--- config.mk ---
export PLATFORM = sky130hd
export DESIGN_NAME = lbist_ctrl
export DESIGN_NICKNAME = d
export VERILOG_FILES = /design/src/rtl/lbist_pkg.sv /design/src/rtl/lbist_prpg.sv /design/src/rtl/lbist_misr.sv /design/src/rtl/lbist_seq.sv /design/src/rtl/lbist_ctrl.sv
export SDC_FILE = /design/constraint.sdc
export NUM_CORES = 1
export LEC_CHECK = 0
export ABC_AREA = 1
export CAP_MARGIN = 20
export CORE_ASPECT_RATIO = 0.6
export CORE_MARGIN = 3
export CORE_UTILIZATION = 45
export DETAILED_ROUTE_END_ITERATION = 16
export DONT_BUFFER_PORTS = 1
export PLACE_DENSITY = 0.66
export SETUP_SLACK_MARGIN = 0.4
export SLEW_MARGIN = 20
export SYNTH_ARGS = -nofsm -noshare
export SYNTH_HDL_FRONTEND = slang
export SYNTH_HIERARCHICAL = 1
export SYNTH_SLANG_ARGS = --single-unit
--- constraint.sdc ---
create_clock -name clk -period 3.56 [get_ports clk]
set_input_delay 1.068 -clock clk [delete_from_list [all_inputs] [get_ports clk]]
set_output_delay 1.068 -clock clk [all_outputs]
set_load 0.01 [all_outputs]
--- src/rtl/lbist_pkg.sv ---
package lbist_pkg;
  typedef enum logic [2:0] {
    ST_IDLE,
    ST_LOAD,
    ST_GAP,
    ST_CAP1,
    ST_CAP2,
    ST_FLUSH,
    ST_CMP,
    ST_FIN
  } seq_state_t;
endpackage

--- src/rtl/lbist_prpg.sv ---
module lbist_prpg #(
  parameter int W = 16,
  parameter int NCH = 8,
  parameter logic [W-1:0] POLY = 16'h002D
) (
  input  logic           clk,
  input  logic           rst_n,
  input  logic           seed_ld,
  input  logic [W-1:0]   seed,
  input  logic           step,
  output logic [NCH-1:0] chain_in
);
  logic [W-1:0] lfsr;

  always_ff @(posedge clk or negedge rst_n) begin
    if (!rst_n)       lfsr <= W'(1);
    else if (seed_ld) lfsr <= seed;
    else if (step)    lfsr <= {lfsr[W-2:0], 1'b0} ^ (lfsr[W-1] ? POLY : '0);
  end

  // phase shifter: two generator taps per chain
  for (genvar i = 0; i < NCH; i++) begin : g_phase
    localparam int TA = i % W;
    localparam int TB = (3 * i + 5) % W;
    assign chain_in[i] = lfsr[TA] ^ lfsr[TB];
  end


  prpg_hold_chk: assert property (@(posedge clk) disable iff (!rst_n)
    (!seed_ld && !step) |=> $stable(lfsr));
endmodule

--- src/rtl/lbist_misr.sv ---
module lbist_misr #(
  parameter int W = 16,
  parameter int NCH = 8,
  parameter logic [W-1:0] POLY = 16'h002D
) (
  input  logic           clk,
  input  logic           rst_n,
  input  logic           seed_ld,
  input  logic [W-1:0]   seed,
  input  logic           fold,
  input  logic [NCH-1:0] din,
  output logic [W-1:0]   sig
);
  logic [W-1:0] din_w;

  always_comb begin
    din_w = '0;
    din_w[NCH-1:0] = din;
  end

  always_ff @(posedge clk or negedge rst_n) begin
    if (!rst_n)       sig <= '0;
    else if (seed_ld) sig <= seed;
    else if (fold)    sig <= ({sig[W-2:0], 1'b0} ^ (sig[W-1] ? POLY : '0)) ^ din_w;
  end


  misr_freeze_chk: assert property (@(posedge clk) disable iff (!rst_n)
    (!seed_ld && !fold) |=> $stable(sig));
endmodule

--- src/rtl/lbist_seq.sv ---
module lbist_seq
  import lbist_pkg::*;
#(
  parameter int LEN_W = 8,
  parameter int CNT_W = 17
) (
  input  logic             clk,
  input  logic             rst_n,
  input  logic             start,
  input  logic             mode_loc,
  input  logic [LEN_W-1:0] shift_len,
  input  logic [CNT_W-1:0] pat_count,
  output logic             seed_ld,
  output logic             prpg_step,
  output logic             misr_fold,
  output logic             scan_en,
  output logic             capture,
  output logic             cmp_now,
  output logic             done
);
  seq_state_t       st;
  logic [LEN_W-1:0] shcnt, len_q;
  logic [CNT_W-1:0] patcnt, cnt_q;
  logic             mode_q;
  logic             can_go, last_sh, last_pat;

  assign can_go   = (st == ST_IDLE) || (st == ST_FIN);
  assign seed_ld  = start && can_go;
  assign last_sh  = (shcnt == len_q - LEN_W'(1));
  assign last_pat = (patcnt == cnt_q - CNT_W'(1));

  always_ff @(posedge clk or negedge rst_n) begin
    if (!rst_n) begin
      st     <= ST_IDLE;
      shcnt  <= '0;
      patcnt <= '0;
      len_q  <= '0;
      cnt_q  <= '0;
      mode_q <= 1'b0;
    end else if (seed_ld) begin
      mode_q <= mode_loc;
      len_q  <= shift_len;
      cnt_q  <= pat_count;
      shcnt  <= '0;
      patcnt <= '0;
      st     <= (pat_count == '0) ? ST_CMP : ST_LOAD;
    end else begin
      case (st)
        ST_LOAD: begin
          if (last_sh) begin
            shcnt <= '0;
            st    <= mode_q ? ST_GAP : ST_CAP1;
          end else begin
            shcnt <= shcnt + LEN_W'(1);
          end
        end
        ST_GAP: st <= ST_CAP1;
        ST_CAP1: begin
          if (mode_q) begin
            st <= ST_CAP2;
          end else begin
            patcnt <= patcnt + CNT_W'(1);
            st     <= last_pat ? ST_FLUSH : ST_LOAD;
          end
        end
        ST_CAP2: begin
          patcnt <= patcnt + CNT_W'(1);
          st     <= last_pat ? ST_FLUSH : ST_LOAD;
        end
        ST_FLUSH: begin
          if (last_sh) begin
            shcnt <= '0;
            st    <= ST_CMP;
          end else begin
            shcnt <= shcnt + LEN_W'(1);
          end
        end
        ST_CMP:  st <= ST_FIN;
        default: st <= st;
      endcase
    end
  end

  assign scan_en   = (st == ST_LOAD) || (st == ST_FLUSH);
  assign capture   = (st == ST_CAP1) || (st == ST_CAP2);
  assign prpg_step = (st == ST_LOAD);
  assign misr_fold = ((st == ST_LOAD) && (patcnt != '0)) || (st == ST_FLUSH);
  assign cmp_now   = (st == ST_CMP);
  assign done      = (st == ST_FIN);


  se_cap_excl_chk: assert property (@(posedge clk) disable iff (!rst_n)
    !(scan_en && capture));

  los_launch_chk: assert property (@(posedge clk) disable iff (!rst_n)
    (capture && !mode_q) |-> $past(scan_en));

  loc_gap_chk: assert property (@(posedge clk) disable iff (!rst_n)
    (st == ST_CAP1 && mode_q) |-> (!$past(scan_en) && !$past(capture)));

  loc_pair_chk: assert property (@(posedge clk) disable iff (!rst_n)
    (st == ST_CAP1 && mode_q) |=> capture);

  done_hold_chk: assert property (@(posedge clk) disable iff (!rst_n)
    (done && !start) |=> done);
endmodule

--- src/rtl/lbist_ctrl.sv ---
module lbist_ctrl #(
  parameter int W = 16,
  parameter int NCH = 8,
  parameter int LEN_W = 8,
  parameter int CNT_W = 17,
  parameter logic [W-1:0] POLY = 16'h002D
) (
  input  logic             clk,
  input  logic             rst_n,
  input  logic             start,
  input  logic             mode_loc,
  input  logic [LEN_W-1:0] shift_len,
  input  logic [CNT_W-1:0] pat_count,
  input  logic [W-1:0]     seed_prpg,
  input  logic [W-1:0]     seed_misr,
  input  logic [W-1:0]     expect_sig,
  input  logic [NCH-1:0]   scan_out,
  output logic             scan_en,
  output logic             capture,
  output logic [NCH-1:0]   scan_in,
  output logic             done,
  output logic             pass
);
  logic         seed_ld, prpg_step, misr_fold, cmp_now;
  logic [W-1:0] sig;

  lbist_seq #(.LEN_W(LEN_W), .CNT_W(CNT_W)) u_seq (
    .clk(clk), .rst_n(rst_n), .start(start), .mode_loc(mode_loc),
    .shift_len(shift_len), .pat_count(pat_count),
    .seed_ld(seed_ld), .prpg_step(prpg_step), .misr_fold(misr_fold),
    .scan_en(scan_en), .capture(capture), .cmp_now(cmp_now), .done(done)
  );

  lbist_prpg #(.W(W), .NCH(NCH), .POLY(POLY)) u_prpg (
    .clk(clk), .rst_n(rst_n), .seed_ld(seed_ld), .seed(seed_prpg),
    .step(prpg_step), .chain_in(scan_in)
  );

  lbist_misr #(.W(W), .NCH(NCH), .POLY(POLY)) u_misr (
    .clk(clk), .rst_n(rst_n), .seed_ld(seed_ld), .seed(seed_misr),
    .fold(misr_fold), .din(scan_out), .sig(sig)
  );

  always_ff @(posedge clk or negedge rst_n) begin
    if (!rst_n)       pass <= 1'b0;
    else if (seed_ld) pass <= 1'b0;
    else if (cmp_now) pass <= (sig == expect_sig);
  end


  pass_hold_chk: assert property (@(posedge clk) disable iff (!rst_n)
    (done && !start) |=> $stable(pass));

  pass_needs_done_chk: assert property (@(posedge clk) disable iff (!rst_n)
    pass |-> done);
endmodule

==> results_dict.tcl, run 1 <==
set metrics [dict create \
    synthesis.nets 909 \
    initial_core_util_pct 46.5 \
    die_area_um2 14000 \
    area_growth_pct 7.48 \
    critPathLaunchType "flop" \
    die_y_um 92.9 \
    grt_pass1_vias 4629 \
    cts-root-buf "clkbuf_16" \
    synth_top_area_share_pct 38.0 \
    worstSetupPathType "flop to flop" \
    crit_start "u_seq/st[2]" \
    wl_mm 13.9 \
    synth.top_cells.by_count "nand2_1 (279), inv_1 (104), dfrtp_1 (86), nor2_1 (75), nand3_1 (65)" \
    grtUsageTotal_pct 20.5 \
    grt-busiest-layer "met1" \
    end_kind "flop" \
    vdd_ir_drop_max_uv 301 \
    grt_pass1_wl_mm 23.2 \
    cts_hold_buf 0 \
    io_buffers 0 \
    postLayoutCoreUtil_pct 50.0 \
    post-dp-hpwl_mm 10.4 \
    nets 903 \
    drt_pass1_iterations 4 \
    detail-route-antenna-nets 0 \
    fin_setup_tns_ps 0 \
    die_w_um 151 \
    via_count 4953 \
    synth-seq-cells 87 \
    post-route-min-period_ps 2560 \
    cpPeakStageDelay_ps 510 \
    ys.flop_type "dfrtp_1" \
    r2r-start "u_seq/st[2]" \
    drt-initial-drc-count 347 \
    diodes 0 \
    async_flop_share_pct 100 \
    cts_tree "done" \
    cp_cell_sequence "clkinv_2 -> a21oi_2 -> nor2_2 -> nand2_2 -> inv_2 -> nor2_4 -> inv_1 -> o21ai_1" \
    arrival_ps 2820 \
    cts.repair.resized 0 \
    htreeDepth 3 \
    grt_max_degree 88 \
    cts_sinks 87 \
    cp-endpoint "u_misr/sig[0]" \
    ios 97 \
    rsz0062_at_grt "false" \
    finalSetupViolations 0 \
    slew_viol_final 0 \
    crit_fanout 26 \
    ff2ff_setup_slack_ps 1000 \
    drcViolationCount 0 \
    vias_per_cell 5.04 \
    syn_avg_cell_area_um2 6.92 \
    drv_cap 0 \
    clock_tree.buffer_depth 2 \
    num_rows 31 \
    synth_cell_types 41 \
    core_area_um2 12200 \
    numCtsBuffers 9 \
    synth_top_area_cell "dfrtp_1" \
    yosys-top-cells-area "dfrtp_1 (38%), nand2_1 (18%), inv_1 (6.9%), nand3_1 (5.7%), nor2_1 (5.0%)" \
    overflow 0 \
    finalCritPeriodShare_pct 71.8 \
    relSlewSlack_pct 56.2 \
    required_ps 3820 \
    synth_area_um2 5670 \
    synth_edf_count 0 \
    max_freq_ghz 0.391 \
    hold_class "input port to asynchronous set/reset pin" \
    r2r-end "u_misr/sig[0]" \
    cts_setup_buffers 0 \
    avgRoutedWirePerCell_um 14.1 \
    powerDensity_nw_per_um2 892 \
    yosysSeqAreaShare_pct 38.4 \
    fin_skew_ps 8.40 \
    tightestPinTransition_ps 656 \
    crit_path_top_delay_cell "dfrtp_1" \
    outcome "complete, no violations" \
    grtUsageMet1_pct 32.6 \
    grt_use_met3_pct 6.94 \
    reg2reg_depth 8 \
    gp_congestion 0.890 \
    antenna_found_initial 0 \
    cts.reportedPaths.clkPinSlew_ps 60 \
    syn_inst 819 \
    synth.most_common_cell "nand2_1" \
    synth_warnings 6 \
    drive_above_1_share_pct 6.23 \
    clk_latency_ps 340 \
    final-hold-violation-count 0 \
    leakagePower_nw 3.15 \
    grt.met2_usage_pct 26.6 \
]
sequential cells by signal (all words and copies together), names as in the netlist:
| name | cells |
|---|---|
| pass | 1 |
| u_seq/cnt_q | 17 |
| u_seq/st | 3 |
| u_prpg/lfsr | 16 |
| u_seq/mode_q | 1 |
| u_seq/len_q | 8 |
| u_seq/patcnt | 17 |
| u_seq/shcnt | 8 |
| u_misr/sig | 16 |
worst min path at each step:
| stage | end | cells past startpoint |
|---|---|---|
| floorplan | u_prpg/lfsr[10] | 2 |
| global placement | u_prpg/lfsr[13] | 2 |
| detailed placement | u_prpg/lfsr[10] | 2 |
| CTS | u_prpg/lfsr[10] | 0 |
| global route | u_seq/cnt_q[4] | 0 |
| finish | u_seq/cnt_q[9] | 0 |
worst max-delay path: cells and delay by family, from the launching register on:
kind,cells,cell delay (ps)
AND/OR/NAND/NOR,3,840
buffers and inverters,3,760
flip-flops,1,510
AO/OA/AOI/OAI,2,360
report_power, final:
group          switching (mW)  internal, mW  total [mW]
clock                   0.396         0.635        1.03
combinational            1.62         0.903        2.52
sequential              0.489          1.40        1.88
logic make-up (layout without fill, tap and decap cells):
| kind of cell | after synthesis | count (layout) | synth area share, % |
|---|---|---|---|
| DFF | 87 | 87 | 38.4 |
| xor gates and xnor gates | 37 | 37 | 5.72 |
| and+or+nand+nor | 476 | 476 | 36.9 |
| buffers and inverters | 131 | 130 | 9.64 |
| AOI/OAI and AO/OA | 83 | 83 | 8.19 |
| adders and majority gates | 5 | 5 | 1.10 |
routing by layer:
layer	routed length, um	share of wire [%]
met1	7480	54
met2	4960	36
met5	0	0
met3	1320	9.5
met4	98	0.71
metrics by stage:
step / area (um^2) / power [mW] / instances / setup WS [ps] / hold slack (ps)
5_1_grt: 6090 / 5.98 / 983 / 738 / 402
2_1_floorplan: 5670 / 3.91 / 819 / 1200 / 452
6_report: 6090 / 5.43 / 983 / 1000 / 422
3_5_place_dp: 5770 / 4.40 / 967 / 806 / 469
3_3_place_gp: 5770 / 4.37 / 967 / 895 / 468
4_1_cts: 6090 / 5.45 / 983 / 999 / 412
layout make-up:
class / instances / area, um^2
fillers: 1287 / 6090
multi-input cells: 601 / 2940
flip-flops and latches: 87 / 2180
inverters: 111 / 418
clock buffers: 11 / 243
well taps: 165 / 206
clock inverters: 5 / 81.3
repair buffers: 3 / 22.5
cells in the final DEF, fill, tap and decap left out, types with 6 or more instances in the layout:
cell type / netlist / routed
a21oi_1: 21 / 21
nand4_1: 14 / 14
o21ai_0: 31 / 31
xor2_1: 24 / 24
nor2_1: 75 / 75
nand2_1: 279 / 279
o21ai_1: 10 / 10
xnor2_1: 13 / 13
dfrtp_1: 86 / 86
nor3_1: 9 / 9
clkbuf_16: 0 / 9
nand3_1: 65 / 65
o22ai_1: 6 / 6
a22oi_1: 8 / 8
inv_1: 104 / 104
inv_2: 6 / 6
Power figures use the tool's default switching activity.
==> run 2, diff against run 1 <==
==> constraint.sdc (replaced) <==
create_clock -name clk -period 2.4 [get_ports clk]
set_input_delay 0.72 -clock clk [delete_from_list [all_inputs] [get_ports clk]]
set_output_delay 0.72 -clock clk [all_outputs]
set_load 0.01 [all_outputs]
==> run 2 against run 1 <==
Net effect:
- via count rose by 2.5%
- register-to-register slack got worse by 540 ps
- utilization rose by 3.0 points
- non-clock buffer count rose by 19
- final area rose by 6.1%
- flip-flop and latch count did not move
- clock-buffer cell count rose by 2
- total power rose by 59%
- sequential share of layout area fell by 2.0 points
- critical endpoint is now u_misr/sig[9]
==> results_dict.tcl, run 2 (synthesized netlist as in run 1, its figures left out) <==
set metrics [dict create \
    outcome "complete, no violations" \
    finalSetupViolations 0 \
    layout_commonest_cell "nand2_1" \
    finalCritPeriodShare_pct 80.9 \
    avgRoutedWirePerCell_um 14.5 \
    post-dp-hpwl_mm 10.4 \
    via_count 5079 \
    area_growth_pct 14.0 \
    cpPeakStageDelay_ps 440 \
    die_y_um 92.9 \
    nFillCells 1214 \
    die_w_um 151 \
    io_buffers 0 \
    clock_tree.buffer_depth 2 \
    required_ps 2630 \
    numCtsBuffers 9 \
    grt_pass1_wl_mm 23.2 \
    drv_cap 0 \
    crit_fanout 5 \
    max_freq_ghz 0.515 \
    cp_common_cell "buf_6" \
    crit_start "u_seq/patcnt[6]" \
    tightestPinTransition_ps 500 \
    powerDensity_nw_per_um2 1340 \
    final-hold-violation-count 0 \
    ios 97 \
    fin_skew_ps 11.4 \
    slew_viol_final 0 \
    grtUsageTotal_pct 20.8 \
    initial_core_util_pct 46.5 \
    drt_pass1_iterations 6 \
    layout.cells.non_filler 1003 \
    drive_above_1_share_pct 13.7 \
    grt_max_degree 88 \
    reg.largest.list "u_seq/cnt_q x17, u_seq/patcnt x17" \
    die_area_um2 14000 \
    gp_congestion 0.882 \
    cp_cell_sequence "nor4_2 -> nand4_1 -> o41ai_2 -> inv_1 -> buf_6 -> inv_4 -> nor2_4 -> buf_6 -> nand2_2 -> nand3_2" \
    crit_path_top_delay_cell "dfrtp_2" \
    cts_tree "done" \
    post-route-min-period_ps 1940 \
    rsz0062_at_grt "true" \
    ff2ff_setup_slack_ps 460 \
    grt_pass1_vias 4528 \
    hold_slack_ps 75.2 \
    dp_slack_ps 263 \
    worst_slack_ps 459 \
    clk_latency_ps 340 \
    cts-root-buf "clkbuf_16" \
    antenna_found_initial 0 \
    num_rows 31 \
    cts_sinks 87 \
    reg2reg_depth 10 \
    overflow 0 \
    wl_mm 14.5 \
    arrival_ps 2170 \
    vdd_ir_drop_max_uv 502 \
    critPathLaunchType "flop" \
    end_kind "flop" \
    relSlewSlack_pct 66.4 \
    drt-initial-drc-count 436 \
    cts.reportedPaths.clkPinSlew_ps 70 \
    detail-route-antenna-nets 0 \
    dp.cells 970 \
    diodes 0 \
    nets 923 \
    postLayoutCoreUtil_pct 53.1 \
    r2r-start "u_seq/patcnt[6]" \
    layout_common_cells "nand2_1 (269), inv_1 (96), dfrtp_1 (82), nor2_1 (70), nand3_1 (55)" \
    htreeDepth 3 \
    core_area_um2 12200 \
    vias_per_cell 5.06 \
    leakagePower_nw 3.33 \
    worstSetupPathType "flop to flop" \
    drcViolationCount 0 \
    hold_class "input port to asynchronous set/reset pin" \
    fin_setup_tns_ps 0 \
]
## run 2: cell count changes in the layout (fill, tap and decap cells not counted), moves of 7 or more
cell,delta
nand2_1,-10
nand3_2,+10
nand3_1,-10
inv_1,-8
nand2_4,+7
buf_4,+13
## run 2: worst paths after layout
kind / endpoint
min reg2reg: u_prpg/lfsr[12]
max reg2reg: u_misr/sig[9]
max in group asynchronous: u_prpg/lfsr[0]
max: u_misr/sig[9]
min in group clk: u_prpg/lfsr[12]
min: u_seq/cnt_q[3]
## run 2: area by class of cell
type / count / area [um^2] / share of cell area, %
repair buffers: 22 / 188 / 2.90
clock buffers: 13 / 260 / 4.03
flip-flops and latches: 87 / 2180 / 33.8
multi-input cells: 602 / 3160 / 48.9
well taps: 165 / 206 / 3.19
clock inverters: 3 / 42.5 / 0.658
inverters: 111 / 423 / 6.54
## run 2: worst max-delay path, delay by kind of cell (launching register included)
family                 cells  cell delay [ps]
and+or+nand+nor            5              610
AOI/OAI and AO/OA          1              340
buffers and inverters      4              440
DFF                        1              440
## run 2: routing by layer
metal	track usage [%]	up-vias	part of all wire, %
li1	-	2615	-
met1	34.4	2274	53
met2	24.9	179	37
met3	6.99	11	9.2
met4	4.37	0	0.85
met5	0	-	0
## run 2: report_power, final
group	internal, mW	total, mW	switching, mW	leakage [nW]
Combinational	1.70	4.39	2.69	2.08
Clock	0.863	1.44	0.573	0.146
Sequential	2.08	2.84	0.767	1.11
Total	4.64	8.67	4.03	3.33
## run 2: repair_timing
action	in CTS	in global routing
buffers inserted	5	11
endpoints found under the setup margin	10	42
gates cloned	1	0
resized for setup	7	60
hold buffers	0	0
pin swaps	2	19
## run 2: metrics by stage
step	cell area, um^2	total power, mW
final	6460	8.67
after global routing	6460	9.46
after CTS	6160	8.19
after detailed placement	5790	6.57
after global placement	5790	6.53
after floorplan	5670	5.80
==> run 3, diff against run 2 <==
==> constraint.sdc (replaced) <==
create_clock -name clk -period 1.8 [get_ports clk]
set_input_delay 0.54 -clock clk [delete_from_list [all_inputs] [get_ports clk]]
set_output_delay 0.54 -clock clk [all_outputs]
set_load 0.01 [all_outputs]
==> run 3 against run 2 <==
Net effect:
- the run now ends with hold timing, setup timing left
- global-route usage rose by 4.6 points
- largest cell class unchanged
- sequential power rose by 41%
- clock skew fell by 1.6 ps
- worst setup slack got worse by 760 ps
- non-clock buffer count rose by 92
- utilization rose by 17 points
- final cell count rose by 9.2%
- register-to-register slack got worse by 760 ps
- worst hold slack got worse by 190 ps
==> results_dict.tcl, run 3 (synthesized netlist as in run 1, its figures left out) <==
set metrics [dict create \
    final-hold-violation-count 86 \
    grt_max_degree 88 \
    diodes 0 \
    cts_tree "done" \
    drv_cap 0 \
    crit_buf_inv 1 \
    cpPeakStageDelay_ps 480 \
    dp_slack_ps -139 \
    gp_congestion 0.915 \
    cts.reportedPaths.clkPinSlew_ps 70 \
    drt-initial-drc-count 734 \
    grt_pass1_wl_mm 28.2 \
    max_freq_ghz 0.477 \
    required_ps 2060 \
    postLayoutCoreUtil_pct 69.9 \
    ff2ff_setup_slack_ps -300 \
    powerDensity_nw_per_um2 1860 \
    htreeDepth 3 \
    cts-root-buf "clkbuf_16" \
    grt_pass1_vias 5637 \
    die_y_um 92.9 \
    leakagePower_nw 4.37 \
    drcViolationCount 0 \
    finalCritPeriodShare_pct 117 \
    layout_common_cells "nand2_1 (202), inv_1 (91), dfrtp_1 (72), buf_4 (62), nor2_1 (60)" \
    clock_tree.buffer_depth 2 \
    initial_core_util_pct 46.5 \
    numCtsBuffers 9 \
    core_area_um2 12200 \
    cp_cell_sequence "nor2_2 -> nand2_1 -> nor2_2 -> buf_4 -> nand2_1 -> nand2_1 -> nand2_1 -> nor2_1 -> nand3_1 -> o21bai_1 -> nand2_1 -> a21oi_2" \
    end_kind "flop" \
    outcome "finished, violations left" \
    grtUsageTotal_pct 25.3 \
    antenna_found_initial 0 \
    crit_path_top_delay_cell "dfrtp_2" \
    nets 1015 \
    avgRoutedWirePerCell_um 18.8 \
    wl_mm 20.6 \
    arrival_ps 2360 \
    ios 97 \
    num_rows 31 \
    drive_above_1_share_pct 40.6 \
    drt_pass1_iterations 5 \
    overflow 0 \
    crit_fanout 6 \
    finalSetupViolations 59 \
    fin_setup_tns_ps -4020 \
    worst_slack_ps -298 \
    io_buffers 0 \
    critPathTopFamily "simple AND/OR/NAND/NOR gates" \
    area_growth_pct 50.2 \
    hold_slack_ps -113 \
    cts_sinks 87 \
    via_count 6215 \
    cp_common_cell "nand2_1" \
    die_area_um2 14000 \
    violations "hold timing, setup timing" \
    reg.largest.list "u_seq/cnt_q x17, u_seq/patcnt x17" \
    tightestPinTransition_ps 376 \
    vias_per_cell 5.68 \
    slew_viol_final 0 \
    clk_latency_ps 340 \
    worstSetupPathType "flop to flop" \
    relSlewSlack_pct 74.7 \
    post-dp-hpwl_mm 11.2 \
    post-route-min-period_ps 2100 \
    layout_commonest_cell "nand2_1" \
    rsz0062_at_grt "true" \
    die_w_um 151 \
    fin_skew_ps 9.79 \
    critPathLaunchType "flop" \
    detail-route-antenna-nets 0 \
    hold_class "input port to asynchronous set/reset pin" \
    vdd_ir_drop_max_uv 667 \
]
run 3: changes by cell type in the layout (fill, tap and decap cells not counted), moves of 10 or more:
cell,previous run,this run
dfrtp_1,82,72
nor2_1,70,60
a21oi_1,20,10
nand3_2,13,36
nand2_4,9,44
nand3_1,55,29
o21ai_0,31,5
dfrtp_2,4,14
o21ai_2,0,19
nand2_1,269,202
nand2_2,7,39
buf_6,6,25
buf_4,16,62
buf_12,0,11
run 3: where the power goes:
group | internal, mW | switching, mW | total, mW
Sequential | 2.79 | 1.22 | 4.01
Combinational | 4.63 | 5.46 | 10.1
Clock | 0.938 | 0.817 | 1.75
run 3: layer usage:
metal  track usage [%]  up-vias  wire, um
li1                  -     2801         -
met1              34.4     2972      8470
met2              38.8      360      9610
met3              8.02       82      1810
met4              7.62        0       694
met5                 0        -         0
run 3: repair_timing:
action | in CTS | in global routing
cloned | 7 | 7
setup buffers | 38 | 25
pin swaps | 54 | 58
endpoints found under the hold margin | 86 | 86
setup endpoints to repair | 98 | 98
gates resized for setup | 179 | 153
run 3: worst paths after layout:
path | to | startpoint | depth (start not counted)
worst max-delay path | u_seq/st[2] | u_seq/cnt_q[3] | 12
worst min-delay path | u_prpg/lfsr[1] | rst_n | 0
worst max register to register | u_seq/st[2] | u_seq/cnt_q[3] | 12
worst min register to register | u_prpg/lfsr[10] | u_prpg/lfsr[9] | 2
max in group asynchronous | u_prpg/lfsr[0] | rst_n | 0
min in group clk | u_seq/cnt_q[5] | pat_count[5] | 2
run 3: worst reg2reg max path, stage by stage, from the launching register on:
cell and delay (ps):
dfrtp_2 480, nor2_2 190, nand2_1 160, nor2_2 190, buf_4 160, nand2_1 50, nand2_1 90, nand2_1 80
nor2_1 120, nand3_1 110, o21bai_1 170, nand2_1 100, a21oi_2 130
run 3: cell type report:
type / count / area [um^2]
Clock buffer: 9 / 225
Clock inverter: 7 / 47.5
Fill cell: 838 / 3660
Inverter: 111 / 444
Multi-Input combinational cell: 602 / 4030
Sequential cell: 87 / 2200
Tap cell: 165 / 206
Timing Repair Buffer: 114 / 1370
run 3: stage by stage:
step,cells,hold WS [ps],cell area (um^2),power [mW]
CTS,1063,-118,7550,13.3
finish,1095,-113,8520,15.9
floorplan,819,244,5800,8.02
global placement,1002,247,6140,9.14
global route,1095,-129,8520,16.7
detailed placement,1002,246,6140,9.33
